**src/rtl/setup_router_pkg.sv**
```systemverilog
package setup_router_pkg;
  localparam int unsigned SETUP_IO_BIT  = 7;
  localparam int unsigned SETUP_VID_BIT = 5;
  localparam int unsigned ADP_EN_BIT    = 3;
  localparam int unsigned SYS_RST_BIT   = 0;
  localparam int unsigned SYS_A20_BIT   = 1;

  typedef enum logic [1:0] {
    RT_NONE,
    RT_PLANAR,
    RT_VIDEO,
    RT_ADAPTER
  } route_e;
endpackage

```
**src/rtl/spr_ctrl_regs.sv**
```systemverilog
module spr_ctrl_regs #(
  parameter int unsigned DATA_W     = 8,
  parameter int unsigned SLOT_W     = 3,
  parameter logic [7:0]  SETUP_INIT = 8'hFF
) (
  input  logic              clk,
  input  logic              rst,
  input  logic              wr_sys,
  input  logic              wr_setup,
  input  logic              wr_adp,
  input  logic [DATA_W-1:0] wdata,
  output logic [DATA_W-1:0] sys_q,
  output logic [DATA_W-1:0] setup_q,
  output logic [DATA_W-1:0] adp_q,
  output logic [SLOT_W-1:0] slot_index,
  output logic              cpu_reset,
  output logic              a20_alt
);
  import setup_router_pkg::*;

  logic rst_edge;
  assign rst_edge = wr_sys && wdata[SYS_RST_BIT] && !sys_q[SYS_RST_BIT];

  always_ff @(posedge clk) begin
    if (rst) begin
      sys_q     <= '0;
      setup_q   <= SETUP_INIT[DATA_W-1:0];
      adp_q     <= '0;
      cpu_reset <= 1'b0;
    end else begin
      cpu_reset <= rst_edge;
      if (wr_sys)   sys_q   <= wdata;
      if (wr_setup) setup_q <= wdata;
      if (wr_adp)   adp_q   <= wdata;
    end
  end

  assign slot_index = adp_q[SLOT_W-1:0];
  assign a20_alt    = sys_q[SYS_A20_BIT];

  // pulse lasts a single cycle
  a_r8_single_cycle: assert property (@(posedge clk) disable iff (rst)
    cpu_reset |=> !cpu_reset);

  // a pulse needs a prior write raising bit 0
  a_r8_pulse_cause: assert property (@(posedge clk) disable iff (rst)
    (wr_sys && !wdata[SYS_RST_BIT]) |=> !cpu_reset);

  // A20 follows the written bit
  a_r9_a20_follow: assert property (@(posedge clk) disable iff (rst)
    wr_sys |=> (a20_alt == $past(wdata[SYS_A20_BIT])));
endmodule

```
**src/rtl/spr_route.sv**
```systemverilog
module spr_route #(
  parameter int unsigned OFF_W     = 3,
  parameter int unsigned VID_PORTS = 3,
  parameter int unsigned VID_WPORT = 2
) (
  input  logic                            opt_hit,
  input  logic                            is_wr,
  input  logic [OFF_W-1:0]                off,
  input  logic                            setup_io,
  input  logic                            setup_vid,
  input  logic                            adp_en,
  output setup_router_pkg::route_e        route
);
  import setup_router_pkg::*;

  logic low_port;
  assign low_port = (32'(off) < VID_PORTS);

  always_comb begin
    route = RT_NONE;
    if (!opt_hit) begin
      route = RT_NONE;
    end else if (!setup_io) begin
      route = RT_PLANAR;
    end else if (!setup_vid) begin
      if (is_wr) begin
        if (32'(off) == VID_WPORT)   route = RT_VIDEO;
        else if (!low_port && adp_en) route = RT_ADAPTER;
        else                         route = RT_NONE;
      end else begin
        route = low_port ? RT_VIDEO : RT_NONE;
      end
    end else if (adp_en) begin
      route = RT_ADAPTER;
    end
  end
endmodule

```
**src/rtl/spr_video_opt.sv**
```systemverilog
module spr_video_opt #(
  parameter int unsigned DATA_W = 8,
  parameter int unsigned OFF_W  = 3,
  parameter logic [7:0]  ID_LO  = 8'hFD,
  parameter logic [7:0]  ID_HI  = 8'hEF
) (
  input  logic              clk,
  input  logic              rst,
  input  logic              wr_en,
  input  logic [DATA_W-1:0] wdata,
  input  logic [OFF_W-1:0]  off,
  output logic [DATA_W-1:0] rdata
);
  logic [DATA_W-1:0] vid_q;

  always_ff @(posedge clk) begin
    if (rst)        vid_q <= '0;
    else if (wr_en) vid_q <= wdata;
  end

  always_comb begin
    case (off)
      OFF_W'(0): rdata = ID_LO[DATA_W-1:0];
      OFF_W'(1): rdata = ID_HI[DATA_W-1:0];
      default:   rdata = vid_q;
    endcase
  end

  // byte only changes on a routed write
  a_r3_vid_hold: assert property (@(posedge clk) disable iff (rst)
    !wr_en |=> $stable(vid_q));
endmodule

```
**src/rtl/setup_port_router.sv**
```systemverilog
module setup_port_router #(
  parameter int unsigned ADDR_W    = 16,
  parameter int unsigned DATA_W    = 8,
  parameter int unsigned SLOT_W    = 3,
  parameter int unsigned OPT_PORTS = 8,
  parameter logic [15:0] SYS_ADDR  = 16'h0092,
  parameter logic [15:0] SET_ADDR  = 16'h0094,
  parameter logic [15:0] ADP_ADDR  = 16'h0096,
  parameter logic [15:0] OPT_BASE  = 16'h0100
) (
  input  logic                          clk,
  input  logic                          rst,
  input  logic [ADDR_W-1:0]             bus_addr,
  input  logic [DATA_W-1:0]             bus_wdata,
  input  logic                          bus_wr,
  input  logic                          bus_rd,
  output logic [DATA_W-1:0]             bus_rdata,
  output logic [$clog2(OPT_PORTS)-1:0]  opt_offset,
  output logic [DATA_W-1:0]             opt_wdata,
  output logic                          planar_rd,
  output logic                          planar_wr,
  input  logic [DATA_W-1:0]             planar_rdata,
  output logic                          adapter_rd,
  output logic                          adapter_wr,
  input  logic [DATA_W-1:0]             adapter_rdata,
  output logic [SLOT_W-1:0]             slot_index,
  output logic                          cpu_reset,
  output logic                          a20_alt
);
  import setup_router_pkg::*;

  localparam int unsigned OFF_W = $clog2(OPT_PORTS);
  localparam logic [DATA_W-1:0] ALL_ONES  = '1;
  localparam logic [DATA_W-1:0] ADP_FORCE = DATA_W'(8'h70);

  logic rd_eff, hit_sys, hit_set, hit_adp, opt_hit;
  logic [DATA_W-1:0] sys_q, setup_q, adp_q, vid_rdata, rd_mux;
  route_e route;

  assign rd_eff  = bus_rd && !bus_wr;
  assign hit_sys = (bus_addr == SYS_ADDR[ADDR_W-1:0]);
  assign hit_set = (bus_addr == SET_ADDR[ADDR_W-1:0]);
  assign hit_adp = (bus_addr == ADP_ADDR[ADDR_W-1:0]);
  assign opt_hit = (bus_addr[ADDR_W-1:OFF_W] == OPT_BASE[ADDR_W-1:OFF_W]);
  assign opt_offset = bus_addr[OFF_W-1:0];
  assign opt_wdata  = bus_wdata;

  spr_ctrl_regs #(.DATA_W(DATA_W), .SLOT_W(SLOT_W)) ctrl_i (
    .clk(clk), .rst(rst),
    .wr_sys(bus_wr && hit_sys), .wr_setup(bus_wr && hit_set),
    .wr_adp(bus_wr && hit_adp), .wdata(bus_wdata),
    .sys_q(sys_q), .setup_q(setup_q), .adp_q(adp_q),
    .slot_index(slot_index), .cpu_reset(cpu_reset), .a20_alt(a20_alt)
  );

  spr_route #(.OFF_W(OFF_W)) route_i (
    .opt_hit(opt_hit), .is_wr(bus_wr), .off(opt_offset),
    .setup_io(setup_q[SETUP_IO_BIT]), .setup_vid(setup_q[SETUP_VID_BIT]),
    .adp_en(adp_q[ADP_EN_BIT]), .route(route)
  );

  spr_video_opt #(.DATA_W(DATA_W), .OFF_W(OFF_W)) video_i (
    .clk(clk), .rst(rst), .wr_en(bus_wr && route == RT_VIDEO),
    .wdata(bus_wdata), .off(opt_offset), .rdata(vid_rdata)
  );

  assign planar_rd  = rd_eff && (route == RT_PLANAR);
  assign planar_wr  = bus_wr && (route == RT_PLANAR);
  assign adapter_rd = rd_eff && (route == RT_ADAPTER);
  assign adapter_wr = bus_wr && (route == RT_ADAPTER);

  always_comb begin
    rd_mux = ALL_ONES;
    if (hit_sys)      rd_mux = sys_q;
    else if (hit_set) rd_mux = setup_q;
    else if (hit_adp) rd_mux = adp_q | ADP_FORCE;
    else if (opt_hit) begin
      case (route)
        RT_PLANAR:  rd_mux = planar_rdata;
        RT_VIDEO:   rd_mux = vid_rdata;
        RT_ADAPTER: rd_mux = adapter_rdata;
        default:    rd_mux = ALL_ONES;
      endcase
    end
  end

  always_ff @(posedge clk) begin
    if (rst)         bus_rdata <= '0;
    else if (rd_eff) bus_rdata <= rd_mux;
  end

  // never two external strobes together
  a_r12_one_target: assert property (@(posedge clk) disable iff (rst)
    $onehot0({planar_rd, planar_wr, adapter_rd, adapter_wr}));

  // planar wins whenever setup bit 7 is low
  a_r2_planar_first: assert property (@(posedge clk) disable iff (rst)
    (opt_hit && (bus_rd || bus_wr) && !setup_q[SETUP_IO_BIT]) |-> (planar_rd || planar_wr));

  // adapter strobes need the enable bit
  a_r5_adapter_gate: assert property (@(posedge clk) disable iff (rst)
    (adapter_rd || adapter_wr) |-> adp_q[ADP_EN_BIT]);

  // read data holds between reads
  a_r11_rdata_hold: assert property (@(posedge clk) disable iff (rst)
    !rd_eff |=> $stable(bus_rdata));

  // slot index follows a write of the adapter port
  a_r7_slot_follow: assert property (@(posedge clk) disable iff (rst)
    (bus_wr && hit_adp) |=> (slot_index == $past(bus_wdata[SLOT_W-1:0])));
endmodule

```
**config.mk**
```make
export PLATFORM = sky130hd
export DESIGN_NAME = setup_port_router
export DESIGN_NICKNAME = d
export VERILOG_FILES = /design/src/rtl/setup_router_pkg.sv /design/src/rtl/spr_ctrl_regs.sv /design/src/rtl/spr_route.sv /design/src/rtl/spr_video_opt.sv /design/src/rtl/setup_port_router.sv
export SDC_FILE = /design/constraint.sdc
export NUM_CORES = 1
export LEC_CHECK = 0
export BUFFER_PORTS_ARGS = -buffer_cell sky130_fd_sc_hd__buf_2
export CAP_MARGIN = 10
export CORE_MARGIN = 2
export CORE_UTILIZATION = 40
export CTS_CLUSTER_DIAMETER = 40
export DETAILED_ROUTE_END_ITERATION = 8
export PLACE_DENSITY = 0.73
export SLEW_MARGIN = 5
export SYNTH_ARGS = -nofsm -noshare
export SYNTH_HDL_FRONTEND = slang
export SYNTH_SLANG_ARGS = --single-unit
```
**constraint.sdc**
```tcl
create_clock -name clk -period 2 [get_ports clk]
set_input_delay 0.1 -clock clk [delete_from_list [all_inputs] [get_ports clk]]
set_output_delay 0.1 -clock clk [all_outputs]
set_load 0.01 [all_outputs]
```
**Word level (Yosys, flattened, before mapping)**

Index checks and enable logic that the tools add are counted.
W data, S select, Z words.

- Memories kept: 0
- Bits in latches: 0
- Bits in read-only memories: 0
- Bits in writable memories: 0
- Input port bits: 44
- Word-level logic and storage cells: 46
- Output and inout port bits: 28
- Register bits after elaboration: 41

- $mul: 0
- Shifts and indexed selects: 0
- $add $sub $neg: 0
- Reductions and logical operators: 16
- Div/mod/pow operators: 0
- Bitwise operators: 0
- Equal/unequal tests: 9
- Order comparisons: 1
- Mux-type cells: 14

Operators by type and width:

| kind | number |
|---|---|
| $eq A16 B8 Y1 const B | 3 |
| $mux W8 | 4 |
| $pmux W8 S3 | 1 |
| $mux W2 | 8 |
| $pmux W8 S2 | 1 |
| $eq A13 B6 Y1 const B | 1 |
| $logic_and A1 B1 Y1 | 12 |
| $eq A2 B2 Y1 const B | 2 |
| $eq A3 B1 Y1 const B | 1 |
| $eq A3 B2 Y1 const B | 1 |
| $logic_not A1 Y1 | 3 |
| $logic_not A3 Y1 | 1 |
| $lt A3 B2 Y1 const B | 1 |
| $eq A2 B1 Y1 const B | 1 |

**Depth between registers and ports, before layout**

Gate-level depths: netlist of run 1.

- Depth in word-level cells: 15
- Depth in mapped cells: 8

**By module**

A second synthesis of run 1 with hierarchy kept.

- Cell total of the unflattened synthesis: 265
- Area total of the unflattened synthesis: 2343.5 µm²

Modules (own cells, without submodules):

| module | sequential area each (µm²) | area each (µm²) | cells each | instances |
|---|---|---|---|---|
| setup_port_router | 160.2 | 987.2 | 132 | 1 |
| spr_ctrl_regs | 500.5 | 927.1 | 85 | 1 |
| spr_video_opt | 160.2 | 362.8 | 36 | 1 |
| spr_route | 0.0 | 66.3 | 12 | 1 |

**Least setup slack after synthesis of run 1**

OpenSTA, ideal clock, no wires.

- Path type: register -> register
- Start point: reg ctrl_i.setup_q[5]
- End point: reg bus_rdata[7]
- Buffers on the path: 1
- Arrival time: 1.669 ns
- Path slack: 0.263 ns
- Stages on the path, launching flop included: 7
- Setup time: 0.068 ns
- Path through: dfxtp_1 or2_1 o221a_4 buf_6 or4_1 and4_1 o21ai_2

- Longest elaborated chain between the ends: 9
- Elaborated cells between the ends (all ways): 11
- Those cells by class: 3 x eq/ne; 8 x mux

RTL lines:

| element | line | source |
|---|---|---|
| start: declaration | spr_ctrl_regs.sv:13 | `output logic [DATA_W-1:0] setup_q,` |
| start signal: assignment | spr_ctrl_regs.sv:27 | `setup_q <= SETUP_INIT[DATA_W-1:0];` |
| start signal: assignment | spr_ctrl_regs.sv:33 | `if (wr_setup) setup_q <= wdata;` |
| $mux W2 * | spr_route.sv:25 | `end else if (!setup_vid) begin` |
| $mux W2 * | spr_route.sv:23 | `end else if (!setup_io) begin` |
| $mux W2 * | spr_route.sv:21 | `if (!opt_hit) begin` |
| $eq A2 B2 Y1 or $eq A2 B1 Y1 (tied branches) | setup_port_router.sv:78 | `case (route)` |
| $pmux W8 S3 * | setup_port_router.sv:78 |  |
| $mux W8 * | setup_port_router.sv:77 | `else if (opt_hit) begin` |
| $mux W8 * | setup_port_router.sv:76 | `else if (hit_adp) rd_mux = adp_q \| ADP_FORCE;` |
| $mux W8 * | setup_port_router.sv:75 | `else if (hit_set) rd_mux = setup_q;` |
| $mux W8 * | setup_port_router.sv:74 | `if (hit_sys) rd_mux = sys_q;` |
| end signal: assignment | setup_port_router.sv:89 | `else if (rd_eff) bus_rdata <= rd_mux;` |
| end: declaration | setup_port_router.sv:17 | `output logic [DATA_W-1:0] bus_rdata,` |

Mark *: on every way between the ends. The rest lies on a longest branch, timed or not.
A chain may end at the register's enable or synchronous reset.

**Final worst setup path of run 1**

- Start point: reg ctrl_i.setup_q[5]
- End point: reg bus_rdata[2]

Same word-level chain as after synthesis.

==> impl_metrics.toml, run 1 <==
[run_status]
status = "finished clean"

[drt]
vias_per_cell = 5.24
drcViolationCount = 0
ant_nets = 0
wire_per_inst_um = 15.1
wirelength_um = 5870
drtIter0Drc = 216
via_count = 2035
drt-pass1-iter-count = 4

[power]
ir_worst_vdd_uv = 338
total_power_mw = 1.52
p_leak_nw = 1.19
powerDensity_nw_per_um2 = 567

[sta]
finalHoldWorstSlack_ns = 0.0718
min_period_over_period_pct = 93.4
slew_headroom_pct = 54.6
fin_tns_setup_ns = 0
slew_violations = 0
fmax_mhz = 536
worst_pin_slew_ns = 0.677
setup_viol = 0
finalCriticalPeriod_ns = 1.87
rsz0062_at_grt = "no"
hold_violations = 0
fin_skew_ns = 0.00703
finalWorstSetupSlack_ns = 0.133

[place]
io_buffer_count = 71
gp_congestion = 0.929
pre_cts_ws_ns = 0.126
hpwl_um = 4490
placed_area_um2 = 2580
numPlacedInstances = 380

[final_layout]
drive_above_1_share_pct = 33.5
multi_input_area_um2 = 1300
finish.utilization_pct = 48.9
final_common_cell = "buf_2"
fill_cells = 550
fin_nets = 359
area_growth_pct = 19.1
fin_cells = 388
final_cell_area_um2 = 2680
diodes = 0
seq_area_um2 = 761
layout_common_cells = "buf_2 (71), dfxtp_1 (38), nor2_1 (30)"

[yosys]
avgSynthCellArea_um2 = 8.74
yosys-top-cells-area = "dfxtp_1 (34%), mux2i_1 (9.4%), buf_4 (5.3%)"
synth.yosys.warnings = 0
ys_types = 44
synth_top_area_share_pct = 33.9
async_reset_ff_share_pct = 0
ys_seq_area_share_pct = 33.9
synth_cells = 257
synth_edf_count = 0
yosys.area.top_type = "dfxtp_1"
synthFlopType = "dfxtp_1"
ys_seq_elements = 38
synth_nets = 301
syn_area_um2 = 2250

[critical_path]
max_stage_delay_ns = 0.51
r2r_slack_ns = 0.13
critPathTopFamily = "simple AND/OR/NAND/NOR gates"
timing.rr.end = "bus_rdata[2]"
cp_slowest_cell = "or4_1"
end_kind = "flop"
cp.buffers_inverters = 0
endpoint = "bus_rdata[2]"
worstPathMaxFanout = 13
critPathLaunchType = "flop"
r2r_start = "ctrl_i.setup_q[5]"
timing.critical_path.cells = "or2_1 > o221a_4 > or4_1 > and4_1 > o21ai_1"
crit_type = "flop to flop"
cp.depth = 5
crit_path_start = "ctrl_i.setup_q[5]"
required_ns = 2.22
critPathArrivalTime_ns = 2.09
rr_worst_depth = 5

[clocking]
cts_resized = 0
post_cts_buffers = 0
htree_levels = 2
cts.path.max_buffers = 2
hold_buffers = 0
clk_pin_slew_ns = 0.08
cts_buffers = 5
cts-root-buf = "clkbuf_8"
cts_tree = "built"
cts_sinks = 38
insertion_delay_ns = 0.29

[die]
die_h_um = 79.0
dieWidth_um = 79.0
die_area_um2 = 6230
rows = 27
design.portCount = 72
initial_core_util_pct = 41.1
core_area_um2 = 5470

[grt]
grt_pass1_vias = 1914
grt_pass1_wl_um = 9450
grt_max_degree = 34
antenna_found_initial = 0
track_usage_pct = 19.3
grt_overflow = 0

[run]
cap_violations = 0

[min_path]
hold_path_class = "input port to flop"
-- cell usage after synthesis (3+ instances only) --
| master | count |
|---|---|
| and4_1 | 8 |
| dfxtp_1 | 38 |
| a21oi_1 | 4 |
| nand2_1 | 26 |
| nand2b_1 | 3 |
| nor3b_1 | 4 |
| a22oi_1 | 8 |
| mux2i_1 | 21 |
| o21ai_0 | 15 |
| mux2_2 | 5 |
| nor2b_1 | 4 |
| clkbuf_1 | 8 |
| o31ai_1 | 3 |
| nor4bb_1 | 3 |
| a22o_1 | 8 |
| nand3b_1 | 12 |
| nor2_1 | 30 |
| and3_1 | 4 |
| o21ai_1 | 4 |
| buf_4 | 16 |
| or4_1 | 4 |
-- worst min-delay path: cells and delay by family --
family | cells | cell delay [ns]
buf+inv | 1 | 0.11
simple gates | 2 | 0.12
-- per-layer routing --
layer | share of wire (%) | GRT usage (%)
met4 | 1.4 | 4.66
met5 | 0 | 0
met3 | 5.0 | 3.86
met2 | 45 | 30.9
met1 | 49 | 26.8
-- report_power, final --
part           switching, mW  total [mW]  leakage, nW  internal, mW
logic                  0.102       0.187        0.832        0.0855
clock network          0.281       0.558       0.0472         0.277
registers            0.00564       0.773        0.308         0.767
-- sequential cells by signal (all words and copies together), names as in the netlist --
signal,flops
bus_rdata,8
ctrl_i.setup_q,8
ctrl_i.sys_q,8
video_i.vid_q,8
ctrl_i.adp_q,5
ctrl_i.cpu_reset,1
-- worst min-delay path by stage --
stage / from / end / slack [ns] / cells past startpoint
floorplan: bus_wdata[0] / ctrl_i.setup_q[0] / 0.22 / 2
global placement: bus_wdata[6] / ctrl_i.setup_q[6] / 0.36 / 3
detailed placement: bus_wdata[6] / ctrl_i.setup_q[6] / 0.38 / 3
CTS: bus_wdata[6] / ctrl_i.setup_q[6] / 0.07 / 3
global route: bus_wdata[4] / ctrl_i.setup_q[4] / 0.09 / 3
finish: bus_wdata[6] / ctrl_i.setup_q[6] / 0.07 / 3
-- cell type report --
class,instances,share of cell area (%)
timing repair buffer,81,16.1
clock buffer,6,3.09
clock inverter,2,0.468
sequential,38,28.4
tap,72,3.37
multi-input combinational,189,48.6
-- logic make-up after synthesis --
family / after synthesis / share of synthesized area (%)
simple gates: 111 / 29.3
compound gates: 51 / 15.8
flops: 38 / 33.9
buf+inv: 30 / 8.46
mux: 27 / 12.5
No activity file was read; power rests on OpenSTA's default activity.
==> run 2: changes to the inputs <==
==> constraint.sdc (replaced) <==
create_clock -name clk -period 2 [get_ports clk]
set_input_delay 0.2 -clock clk [delete_from_list [all_inputs] [get_ports clk]]
set_output_delay 0.2 -clock clk [all_outputs]
set_load 0.01 [all_outputs]
==> impl_metrics.toml, run 2 (synthesized netlist as in run 1, its figures left out) <==
[sta]
finalCriticalPeriod_ns = 1.88
fin_tns_setup_ns = 0
setup_viol = 0
worst_pin_slew_ns = 0.663
hold_violations = 0
rsz0062_at_grt = "no"
finalWorstSetupSlack_ns = 0.115
slew_violations = 0
slew_headroom_pct = 55.5
min_period_over_period_pct = 94.2
fin_skew_ns = 0.00480
fmax_mhz = 531

[die]
rows = 27
design.portCount = 72
die_area_um2 = 6230
core_area_um2 = 5470
dieWidth_um = 79.0
initial_core_util_pct = 41.1
die_h_um = 79.0

[clocking]
cts-root-buf = "clkbuf_8"
insertion_delay_ns = 0.29
cts_resized = 0
post_cts_buffers = 0
hold_buffers = 0
cts.path.max_buffers = 2
cts_sinks = 38
cts_buffers = 5
htree_levels = 2
clk_pin_slew_ns = 0.07
cts_tree = "built"

[drt]
ant_nets = 0
drcViolationCount = 0
vias_per_cell = 5.41
drtIter0Drc = 229
wirelength_um = 6010
via_count = 2126
drt-pass1-iter-count = 5
wire_per_inst_um = 15.3

[power]
p_leak_nw = 1.23
ir_worst_vdd_uv = 349
powerDensity_nw_per_um2 = 594

[critical_path]
required_ns = 1.80
critPathArrivalTime_ns = 1.68
crit_type = "flop to output port"
cp_slowest_cell = "dfxtp_1"
worstPathMaxFanout = 8
r2r_slack_ns = 0.13
timing.critical_path.cells = "o21ai_0 > nor3b_1 > buf_4 > and3_1 > buf_2"
cp.buffers_inverters = 2
critPathLaunchType = "flop"
crit_path_start = "ctrl_i.setup_q[5]"
critPathTopFamily = "flip-flops"
r2r_start = "ctrl_i.setup_q[5]"
end_kind = "output port"
max_stage_delay_ns = 0.48

[final_layout]
diodes = 0
fin_cells = 393
fin_nets = 365
area_growth_pct = 21.9
layout_common_cells = "buf_2 (71), dfxtp_1 (38), nor2_1 (29)"
final_common_cell = "buf_2"
final_cell_area_um2 = 2740
drive_above_1_share_pct = 34.6

[place]
numPlacedInstances = 386
placed_area_um2 = 2620
gp_congestion = 0.922
hpwl_um = 4540
pre_cts_ws_ns = 0.0416
io_buffer_count = 71

[grt]
antenna_found_initial = 0
track_usage_pct = 19.5
grt_pass1_wl_um = 9560
grt_overflow = 0
grt_pass1_vias = 1945
grt_max_degree = 34

[run]
cap_violations = 0

[run_status]
status = "finished clean"

[min_path]
min_from = "bus_wdata[6]"
hold_path_class = "input port to flop"
## run 2: changes by cell type in the layout (fill, tap and decap cells not counted)
cell,before,now
a2111oi_1,0,1
clkinvlp_4,1,0
a21oi_2,1,0
a21oi_1,3,4
a2111oi_0,1,0
bufinv_16,0,1
nor2_1,30,29
buf_4,10,16
nor2_2,0,1
clkinv_2,1,0
## run 2: metal layers
metal | up-vias | global-route usage (%) | routed length (um)
met3 | 10 | 2.84 | 372
met4 | 0 | 6.03 | 83
met2 | 86 | 31.7 | 2750
met5 | - | 0 | 0
li1 | 1052 | - | -
met1 | 978 | 26.9 | 2800
## run 2: final cells by class
class / instances / area [um2]
clock buffer: 6 / 82.6
clock inverter: 1 / 30.0
fill: 546 / 2730
multi-input combinational: 189 / 1300
sequential: 38 / 761
tap: 72 / 90.1
timing repair buffer: 87 / 475
## run 2: power breakdown
group / internal (mW) / switching, mW
combinational: 0.0893 / 0.103
sequential: 0.768 / 0.00572
clock: 0.399 / 0.262
total: 1.26 / 0.370
## run 2: worst paths after layout
kind / to / cells past startpoint
hold / removal: ctrl_i.setup_q[6] / 3
hold reg to reg: ctrl_i.setup_q[2] / 2
setup / recovery: adapter_wr / 5
setup reg to reg: bus_rdata[1] / 6
## run 2: through the flow
| stage | util, % | hold slack (ns) | power (mW) |
|---|---|---|---|
| floorplan | - | 0.324 | 0.895 |
| global placement | 47.9 | 0.454 | 0.980 |
| detailed placement | 47.9 | 0.462 | 0.983 |
| CTS | 50.0 | 0.174 | 1.63 |
| global route | 50.0 | 0.201 | 1.68 |
| finish | 50.0 | 0.176 | 1.63 |
## run 2: worst reg2reg max path, cell delays in order, from the launching register on
cell	delay (ns)
dfxtp_1	0.39
or2_1	0.26
o221a_4	0.27
a2111oi_1	0.46
nor4bb_1	0.15
buf_4	0.16
o21ai_1	0.10
